<file path="src/rtl/magcmp_pkg.sv">
package magcmp_pkg;

  // Width of the operands after `level` halving steps (ceiling at each step).
  function automatic int widthAt(input int startWidth, input int level);
    int w;
    w = startWidth;
    for (int k = 0; k < level; k++) begin
      w = (w + 1) / 2;
    end
    return w;
  endfunction

  // Number of halving steps needed to reach a single bit per operand.
  function automatic int treeDepth(input int startWidth);
    int d;
    d = 0;
    while (widthAt(startWidth, d) > 1) begin
      d++;
    end
    return d;
  endfunction

  typedef struct packed {
    logic gt;
    logic eq;
    logic lt;
  } cmpFlags_t;

endpackage

</file>
<file path="src/rtl/mag_pair_cell.sv">
module mag_pair_cell (
  input  logic [1:0] sliceA,
  input  logic [1:0] sliceB,
  output logic       bitA,
  output logic       bitB
);
  logic hiAWins;
  logic hiBWins;
  logic hiTie;
  logic loAWins;
  logic loBWins;

  always_comb begin
    hiAWins = sliceA[1] & ~sliceB[1];
    hiBWins = ~sliceA[1] & sliceB[1];
    hiTie   = ~(sliceA[1] ^ sliceB[1]);
    loAWins = sliceA[0] & ~sliceB[0];
    loBWins = ~sliceA[0] & sliceB[0];
    bitA    = hiAWins | (hiTie & loAWins);
    bitB    = hiBWins | (hiTie & loBWins);
  end
endmodule

</file>
<file path="src/rtl/mag_tree_level.sv">
module mag_tree_level #(
  parameter int IN_W = 4
) (
  input  logic [IN_W-1:0]          inA,
  input  logic [IN_W-1:0]          inB,
  output logic [(IN_W+1)/2-1:0]    outA,
  output logic [(IN_W+1)/2-1:0]    outB
);
  localparam int OUT_W = (IN_W + 1) / 2;
  localparam int PAD_W = 2 * OUT_W;

  logic [PAD_W-1:0] padA;
  logic [PAD_W-1:0] padB;

  // Odd widths gain a zero in the top position on both operands.
  assign padA = PAD_W'(inA);
  assign padB = PAD_W'(inB);

  for (genvar i = 0; i < OUT_W; i++) begin : g_cell
    mag_pair_cell uCell (
      .sliceA (padA[2*i+1:2*i]),
      .sliceB (padB[2*i+1:2*i]),
      .bitA   (outA[i]),
      .bitB   (outB[i])
    );
  end
endmodule

</file>
<file path="src/rtl/mag_tree_decode.sv">
module mag_tree_decode
  import magcmp_pkg::*;
(
  input  logic      finA,
  input  logic      finB,
  output cmpFlags_t flags
);
  always_comb begin
    flags.gt = finA & ~finB;
    flags.lt = ~finA & finB;
    flags.eq = ~(finA ^ finB);
  end
endmodule

</file>
<file path="src/rtl/mag_tree_cmp.sv">
module mag_tree_cmp
  import magcmp_pkg::*;
#(
  parameter int WIDTH = 8
) (
  input  logic [WIDTH-1:0] opA,
  input  logic [WIDTH-1:0] opB,
  output logic             isGreater,
  output logic             isEqual,
  output logic             isLess
);
  localparam int LEVELS = treeDepth(WIDTH);

  logic      finA;
  logic      finB;
  cmpFlags_t flags;

  for (genvar k = 0; k < LEVELS; k++) begin : g_stg
    localparam int IN_W  = widthAt(WIDTH, k);
    localparam int OUT_W = widthAt(WIDTH, k + 1);
    logic [IN_W-1:0]  inA;
    logic [IN_W-1:0]  inB;
    logic [OUT_W-1:0] outA;
    logic [OUT_W-1:0] outB;

    if (k == 0) begin : g_first
      assign inA = opA;
      assign inB = opB;
    end else begin : g_next
      assign inA = g_stg[k-1].outA;
      assign inB = g_stg[k-1].outB;
    end

    mag_tree_level #(.IN_W(IN_W)) uLevel (
      .inA  (inA),
      .inB  (inB),
      .outA (outA),
      .outB (outB)
    );
  end

  if (LEVELS == 0) begin : g_flat
    assign finA = opA[0];
    assign finB = opB[0];
  end else begin : g_root
    assign finA = g_stg[LEVELS-1].outA[0];
    assign finB = g_stg[LEVELS-1].outB[0];
  end

  mag_tree_decode uDecode (
    .finA  (finA),
    .finB  (finB),
    .flags (flags)
  );

  assign isGreater = flags.gt;
  assign isEqual   = flags.eq;
  assign isLess    = flags.lt;
endmodule

</file>
<file path="config.mk">
export PLATFORM = sky130hd
export DESIGN_NAME = mag_tree_cmp
export DESIGN_NICKNAME = d
export VERILOG_FILES = /design/src/rtl/magcmp_pkg.sv /design/src/rtl/mag_pair_cell.sv /design/src/rtl/mag_tree_level.sv /design/src/rtl/mag_tree_decode.sv /design/src/rtl/mag_tree_cmp.sv
export SDC_FILE = /design/constraint.sdc
export NUM_CORES = 1
export LEC_CHECK = 0
export ABC_AREA = 1
export BUFFER_PORTS_ARGS = -buffer_cell sky130_fd_sc_hd__buf_4
export CORE_AREA = 3 3 40 42
export DETAILED_ROUTE_END_ITERATION = 12
export DIE_AREA = 0 0 43 45
export PLACE_DENSITY = 0.65
export SYNTH_ARGS = -nofsm -noshare
export SYNTH_HDL_FRONTEND = slang
export SYNTH_SLANG_ARGS = --single-unit
</file>
<file path="constraint.sdc">
create_clock -name vclk -period 7.1
set_input_delay 0.71 -clock vclk [all_inputs]
set_output_delay 0.71 -clock vclk [all_outputs]
set_load 0.1 [all_outputs]
</file>
-- Yosys cells after proc, flatten, opt, wreduce, memory -nomap -nowiden
Cells that the tools add are included.
- output and inout bits: 3
- memories: 0
- input port bits: 16
- memory bits (writable): 0
- latch bits: 0
- word-level logic and storage cells: 104
- bits in registers: 0
- memory bits (read-only): 0
- reductions and logical operators: 0
- bitwise gates (word level): 104
- multiply operators: 0
- shift operators: 0
- $add $sub $neg: 0
- eq/ne operators: 0
- multiplexer cells: 0
- divide/modulo/power cells: 0
- $lt $le $gt $ge: 0
- operator list (kind ; count):
    1-bit AND ; 44
    1-bit inverter ; 38
    1-bit bitwise OR ; 14
    1-bit XOR ; 8

-- Logic depth before layout (Yosys ltp)
Gate-level depths: netlist of run 1.
- depth in word-level cells: 14
- gate-level depth with buffers: 14
- depth with buffers taken out: 14

-- Hierarchy
A second synthesis of run 1 with hierarchy kept.
- cell total of the unflattened synthesis: 88
- area total of the unflattened synthesis: 488.0 sq um
- by module, submodules not included (module ; area each (sq um) ; sequential area each (sq um) ; cells an instance ; instances):
    mag_pair_cell ; 65.1 ; 0.0 ; 12 ; 7
    mag_tree_decode ; 32.5 ; 0.0 ; 4 ; 1

-- Worst setup path before layout of run 1
Ideal clock, no wire load.
- path kind: input-to-output
- from: in opA[7]
- to: out isEqual
- stages: 14
- path buffers: 0
- data required time: 6390 ps
- arrival: 3179 ps
- setup slack: 3211 ps
- cells stage by stage: inv_1 > ha_1 > inv_1 > o31ai_1 > ha_1 > nand2_1 > nor2_1 > nor2_1 > inv_1 > ha_1 > nand3_1 > nor2_1 > nor2_1 > ha_1
- longest elaborated chain between the ends: 14
- elaborated cells between the ends (all ways): 31
- classes of those cells: bitwise (31)
- ends and longest elaborated chain (element ; RTL line ; RTL):
    from (decl) ; mag_tree_cmp.sv:6 ; input logic [WIDTH-1:0] opA,
    1-bit XOR ; mag_pair_cell.sv:16 ; hiTie = ~(sliceA[1] ^ sliceB[1]);
    1-bit inverter ; mag_pair_cell.sv:16 ;
    1-bit AND (on tied branches) ; mag_pair_cell.sv:19, mag_pair_cell.sv:20 ;
    1-bit bitwise OR (on tied branches) ; mag_pair_cell.sv:19, mag_pair_cell.sv:20 ;
    1-bit XOR ; mag_pair_cell.sv:16 ;
    1-bit inverter ; mag_pair_cell.sv:16 ;
    1-bit AND (on tied branches) ; mag_pair_cell.sv:19, mag_pair_cell.sv:20 ;
    1-bit bitwise OR (on tied branches) ; mag_pair_cell.sv:19, mag_pair_cell.sv:20 ;
    1-bit XOR ; mag_pair_cell.sv:16 ;
    1-bit inverter ; mag_pair_cell.sv:16 ;
    1-bit AND (on tied branches) ; mag_pair_cell.sv:19, mag_pair_cell.sv:20 ;
    1-bit bitwise OR (on tied branches) ; mag_pair_cell.sv:19, mag_pair_cell.sv:20 ;
    1-bit XOR (*) ; mag_tree_decode.sv:11 ; flags.eq = ~(finA ^ finB);
    1-bit inverter (*) ; mag_tree_decode.sv:11 ;
    to (decl) ; mag_tree_cmp.sv:9 ; output logic isEqual,
Every way passes the cells marked *; elsewhere a longest branch is shown, timed or not.

-- Worst setup path in the final report of run 1
Ends and elaborated chain as after synthesis.

==> run metrics, run 1 <==
outcome=completed; routed via count=490; storage element area=0 um^2; Worst setup SP type=input pin; CP Class=in2out; crit path DAT=3.14 ns; M1 GR Usage=0.1167; power per cell area=139.1 nW/um^2; max_slew headroom=0.7856; Seq/Total Area, Yosys=0; Post-CTS Resized=0; Final Instance Area=640.6 um^2; Boundary Pins=19; Post-Syn Nets=109; final critical-path required period=3.853 ns; Placed Area=640.6 um^2; fmax=0.2595 GHz; area grow syn2layout=33.68%; CP Capture Type=output port; mapped cell area=479.2 um^2; Worst EP required=6.39 ns; wire per inst=6.775 um; Die X=43 um; DRT iter0 DRCs=6; Post CTS Setup Buffer Count=0; Cell variety after synth=13; met2 Track Usage GR=0.1677; CP delay by family, top=adder cells; Ys Warns=0; total die area=1935 um^2; largest net degree at the start of global routing=4; final slew viol count=0; final setup vio count=0; fillers=133; vias per cell=4.414; Synth top area share=0.4178; global-route wire length before repair=1435 um; Least-Margin Pin Slew=0.3189 ns; initial antenna violation count=0; worst-path cell chain=buf_4 -> inv_1 -> ha_1 -> inv_1 -> o31ai_1 -> ha_1 -> nand2_1 -> nor2_1 -> nor2_1 -> inv_1 -> ha_1 -> nand3_1 -> nor2_1 -> nor2_1 -> ha_1 -> buf_4; Pre-antenna DRT Iters=4; setup TNS=0 ns; seq_cells=0; final count of hold timing violations=0; CP max FO=2; clock buf count=0; met3 Use GR=0; IO Port Bufs=19; cells after synthesis=77; MaxCap Viol Count=0; die span in y=45 um; diodes inserted=0; Final Cycle Share=0.5427; Detail Route Antenna Nets=0; DP HPWL=761.5 um; post-synth top area cell=ha_1; gpl congestion=0.6839; Post-Route WL=752 um; Tot GR Track Use=0.08706; vias in the first global route=393; multi-input logic area=359.1 um^2; Core Box Area=1285 um^2; Nets=130; WP buf/inv=5; Starting Density=0.3729; RSZ-0062 raised after global routing=no; DRC viols=0; layout cells sized above 1=0.2500; slowest cell delay on critical path=0.32 ns; Synth area leaders=ha_1 (42%), inv_1 (25%), nor2_1 (5.5%); Congestion Overflow GR=0; Critical-path top delay cell=o31ai_1; peak supply drop=0.1002 mV; row cnt=13; P_leak=0.4280 nW; global route hottest layer=met2; cts hold-fix bufs=0; Hold Path Class=in2out; syn avg cell area=6.224 um^2
final cells by class:
class / instances / share of cell area
tap: 15 / 0.02930
inverter: 32 / 0.1875
multi-input combinational: 45 / 0.5605
timing repair buffer: 19 / 0.2227
cells in the mapped netlist (all sizes together):
cell	n
a21oi	3
a31o	2
a31oi	1
ha	16
inv	32
nand2	5
nand3	4
nor2	9
o21bai	2
o31ai	3
cell usage in the layout, fill, tap and decap left out:
cell type  count
a21oi_1        3
a31o_1         1
a31o_2         1
a31oi_1        1
buf_4         19
ha_1          16
inv_1         32
nand2_1        3
nand2_2        2
nand3_1        4
nor2_1         7
nor2_2         2
o21bai_1       2
o31ai_1        3
report_power, final:
group / leakage [nW] / total [W] / switching [W] / internal, W
sequential: 0 / 0 / 0 / 0
clock: 0 / 0 / 0 / 0
combinational: 0.428 / 0.0000891 / 0.0000624 / 0.0000266
total: 0.428 / 0.0000891 / 0.0000624 / 0.0000266
metrics by stage:
step | setup slack, ns | util | hold slack [ns] | std cells | total power (W)
2_1_floorplan | 3.211 | - | 2.273 | 77 | 0.00007215
3_3_place_gp | 3.283 | 0.4985 | 2.278 | 111 | 0.00008864
3_5_place_dp | 3.251 | 0.4985 | 2.285 | 111 | 0.00009001
5_1_grt | 3.018 | 0.4985 | 2.346 | 111 | 0.00009736
4_1_cts | 3.240 | 0.4985 | 2.278 | 111 | 0.00009022
6_report | 3.247 | 0.4985 | 2.268 | 111 | 0.00008908
cells by family (layout without fill, tap and decap cells):
group / count (synthesis) / after routing / synth area share
simple gates: 18 / 18 / 0.1723
fa+ha+maj: 16 / 16 / 0.4178
buf+inv: 32 / 51 / 0.2507
compound gates: 11 / 11 / 0.1593
final timing paths:
kind	cells after the start	end	from
setup / recovery	16	isEqual	opA[7]
hold / removal	8	isLess	opA[0]
per-layer routing:
metal | wire, um | vias to the layer above
li1 | - | 267
met1 | 344 | 213
met2 | 372 | 10
met3 | 36 | 0
met4 | 0 | 0
met5 | 0 | -
tightest hold or removal path, cell delays in order:
cell and delay, ns:
buf_4 0.08, nand3_1 0.08, nand2_2 0.09, nand2_1 0.05
nand3_1 0.08, o21bai_1 0.07, ha_1 0.17, buf_4 0.23
Power figures use the tool's default switching activity.
==> run 2: changes to the inputs <==
Settings changed: PLACE_DENSITY 0.65 to 0.68.
Clock period 7.1 ns to 3.39 ns, I/O delays scaled along.
==> run 2 against run 1 <==
Compared with the run above: global-route usage grew 0.33 points; worst hold slack worse by 0.73 ns; total power increased by 110%; first-iteration DRC count did not move; largest cell class unchanged; wire length is 9.3% higher; highest routed layer unchanged; cell count unchanged; setup slack lost 3.0 ns; combinational power rose by 110%; utilization did not move.
==> run metrics, run 2 (same netlist as run 1, synthesis figures left out) <==
WP buf/inv=5; routed via count=477; vias in the first global route=434; DRT iter0 DRCs=6; global-route wire length before repair=1483 um; DRC viols=0; Critical-path top delay cell=ha_1; Final Cycle Share=0.9148; CP max FO=2; slowest cell delay on critical path=0.31 ns; RSZ-0062 raised after global routing=no; area grow syn2layout=33.68%; storage element area=0 um^2; most common cell after layout, fill and taps aside=inv_1; initial antenna violation count=0; max_slew headroom=0.7943; MaxCap Viol Count=0; final count of hold timing violations=0; power per cell area=291.9 nW/um^2; Pre-antenna DRT Iters=4; pre-CTS setup slack=0.2847 ns; Worst setup SP type=input pin; Hold Path Class=in2out; IO Port Bufs=19; peak supply drop=0.1495 mV; Post-CTS Resized=0; wire per inst=7.405 um; CP Capture Type=output port; final slew viol count=0; DP HPWL=800.8 um; crit path DAT=2.76 ns; cts hold-fix bufs=0; layout cells sized above 1=0.2500; Congestion Overflow GR=0; Worst EP required=3.05 ns; outcome=completed; Tot GR Track Use=0.09038; Boundary Pins=19; die span in y=45 um; largest net degree at the start of global routing=4; setup TNS=0 ns; Setup WS post-layout=0.2887 ns; final critical-path required period=3.101 ns; fmax=0.3224 GHz; Post CTS Setup Buffer Count=0; CP Class=in2out; Die X=43 um; clock buf count=0; row cnt=13; diodes inserted=0; P_leak=0.4280 nW; Least-Margin Pin Slew=0.3059 ns; gpl congestion=0.6587; final setup vio count=0; seq_cells=0; Core Box Area=1285 um^2; total die area=1935 um^2; Nets=130; CP delay by family, top=adder cells; vias per cell=4.297; Placed Area=640.6 um^2; Detail Route Antenna Nets=0; most frequent cells in the layout=inv_1 (32), buf_4 (19), ha_1 (16), nor2_1 (7), nand3_1 (4); Starting Density=0.3729; Final Instance Area=640.6 um^2; worst-path cell chain=buf_4 -> inv_1 -> ha_1 -> inv_1 -> o31ai_1 -> ha_1 -> nand2_1 -> nor2_1 -> nor2_1 -> inv_1 -> ha_1 -> nand3_1 -> nor2_1 -> nor2_1 -> ha_1 -> buf_4; Post-Route WL=822 um
-- run 2: cell type report --
cell class | instances | area, um^2
inverters | 32 | 120.1
multi-input cells | 45 | 359.1
well taps | 15 | 18.77
repair buffers | 19 | 142.6
fillers | 141 | 644.4
-- run 2: final timing paths --
check,cells past startpoint,to,startpoint
worst max-delay path,16,isEqual,opA[7]
worst min-delay path,8,isLess,opA[0]
-- run 2: per-layer routing --
| layer | vias to the layer above | track usage | share of wire |
|---|---|---|---|
| met4 | 0 | 0 | 0 |
| met5 | - | 0 | 0 |
| met2 | 8 | 0.1916 | 0.52 |
| met1 | 197 | 0.1071 | 0.45 |
| li1 | 272 | - | - |
| met3 | 0 | 0 | 0.032 |
-- run 2: per-stage QoR --
step | hold WS [ns] | instances | util | power (W)
after floorplan | 1.531 | 77 | - | 0.0001511
after global placement | 1.540 | 111 | 0.4985 | 0.0001851
after detailed placement | 1.539 | 111 | 0.4985 | 0.0001886
after CTS | 1.537 | 111 | 0.4985 | 0.0001890
after global routing | 1.617 | 111 | 0.4985 | 0.0002026
final | 1.536 | 111 | 0.4985 | 0.0001870
-- run 2: worst min-delay path, cell delays in order --
cell and delay, ns:
buf_4 0.08, nand3_1 0.08, nand2_2 0.09, nand2_1 0.05, nand3_1 0.08, o21bai_1 0.07, ha_1 0.17, buf_4 0.23
-- run 2: report_power, final --
part | total, W | internal (W) | switching [W] | leakage (nW)
Combinational | 0.000187 | 0.0000555 | 0.000132 | 0.428
Sequential | 0 | 0 | 0 | 0
Clock | 0 | 0 | 0 | 0
==> run 3: changes to the inputs <==
Settings changed: PLACE_DENSITY 0.68 to not set, PLACE_DENSITY_LB_ADDON set to 0.25.
==> run 3 against run 2 <==
Compared with the run above: worst hold slack got worse by 0.0050 ns; cell count unchanged; via count increased by 0.42%; utilization unchanged; largest power group unchanged; maximum frequency increased by 0.99%; highest routed layer unchanged; non-clock buffer count unchanged; cell area unchanged.
==> run metrics, run 3 (same netlist as run 1, synthesis figures left out) <==
CP max FO=2; final critical-path required period=3.071 ns; largest net degree at the start of global routing=4; DRT iter0 DRCs=8; gpl congestion=0.6584; CP Capture Type=output port; Int Pwr=0.00005548 W; DRC viols=0; multi-input logic area=359.1 um^2; routed via count=479; Pre-antenna DRT Iters=3; Post CTS Setup Buffer Count=0; global-route wire length before repair=1297 um; Critical Path Stages=16; crit path DAT=2.73 ns; final setup vio count=0; die span in y=45 um; vias per cell=4.315; CP Class=in2out; vias in the first global route=373; max_slew headroom=0.8018; Setup WS post-layout=0.3191 ns; Sw Share=0.7009; P_sw=0.0001300 W; Finished Layout Cells=111; Worst setup SP type=input pin; Critical-path top delay cell=ha_1; layout cells sized above 1=0.2500; final slew viol count=0; Tot GR Track Use=0.07877; part of the power in combinational logic=1.000; setup TNS=0 ns; WP buf/inv=5; IO Port Bufs=19; Least-Margin Pin Slew=0.2948 ns; Post-CTS Resized=0; storage element area=0 um^2; Congestion Overflow GR=0; most frequent cells in the layout=inv_1 (32), buf_4 (19), ha_1 (16), nor2_1 (7), nand3_1 (4); final core occ=0.4985; total die area=1935 um^2; fillers=156; RSZ-0062 raised after global routing=no; Boundary Pins=19; area grow syn2layout=33.68%; row cnt=13; peak supply drop=0.1687 mV; CP delay by family, top=adder cells; Hold Path Class=in2out; pre-CTS setup slack=0.3000 ns; Post-Route WL=731 um; outcome=completed; placed insts=111; cts hold-fix bufs=0; most common cell after layout, fill and taps aside=inv_1; diodes inserted=0; final count of hold timing violations=0; wire per inst=6.586 um; initial antenna violation count=0; DP HPWL=730.5 um; slowest cell delay on critical path=0.30 ns; clock buf count=0; Core Box Area=1285 um^2; seq_cells=0; fmax=0.3256 GHz; MaxCap Viol Count=0; worst-path cell chain=buf_4 -> inv_1 -> ha_1 -> inv_1 -> o31ai_1 -> ha_1 -> nand2_1 -> nor2_1 -> nor2_1 -> inv_1 -> ha_1 -> nand3_1 -> nor2_1 -> nor2_1 -> ha_1 -> buf_4; Min-Delay Path Depth=8; Starting Density=0.3729; Nets=130; Min Hold Slack=1.531 ns; clock share of power=0; power per cell area=289.6 nW/um^2; P_leak=0.4280 nW; Die X=43 um; Final Cycle Share=0.9059; Worst EP required=3.05 ns; Detail Route Antenna Nets=0; share of power burned in registers=0
==> run 3: cell counts in the layout (fill, tap and decap cells not counted) <==
No cell type changed its count.
==> run 3: power by group through the flow <==
| stage | Sequential, W | Clock, W | Combinational (W) |
|---|---|---|---|
| floorplan | 0 | 0 | 0.000151 |
| global placement | 0 | 0 | 0.000185 |
| detailed placement | 0 | 0 | 0.000187 |
| global route | 0 | 0 | 0.000204 |
| finish | 0 | 0 | 0.000185 |
| CTS | 0 | 0 | 0.000188 |
==> run 3: stage by stage <==
step | power [W] | area [um^2]
3_5_place_dp | 0.0001873 | 640.6
5_1_grt | 0.0002038 | 640.6
3_3_place_gp | 0.0001851 | 640.6
4_1_cts | 0.0001877 | 640.6
6_report | 0.0001855 | 640.6
2_1_floorplan | 0.0001511 | 479.2
==> run 3: layout make-up <==
class,instances,share of cell area
multi-input cells,45,0.5605
repair buffers,19,0.2227
inverters,32,0.1875
well taps,15,0.02930
==> run 3: final timing paths <==
kind  startpoint  endpoint
max       opA[7]   isEqual
min       opA[0]    isLess
==> run 3: routing by layer <==
| layer | wire length, um | vias to the layer above | global-route usage |
|---|---|---|---|
| met4 | 0 | 0 | 0 |
| li1 | - | 267 | - |
| met3 | 53 | 0 | 0 |
| met5 | 0 | - | 0 |
| met1 | 333 | 201 | 0.1000 |
| met2 | 344 | 11 | 0.1587 |
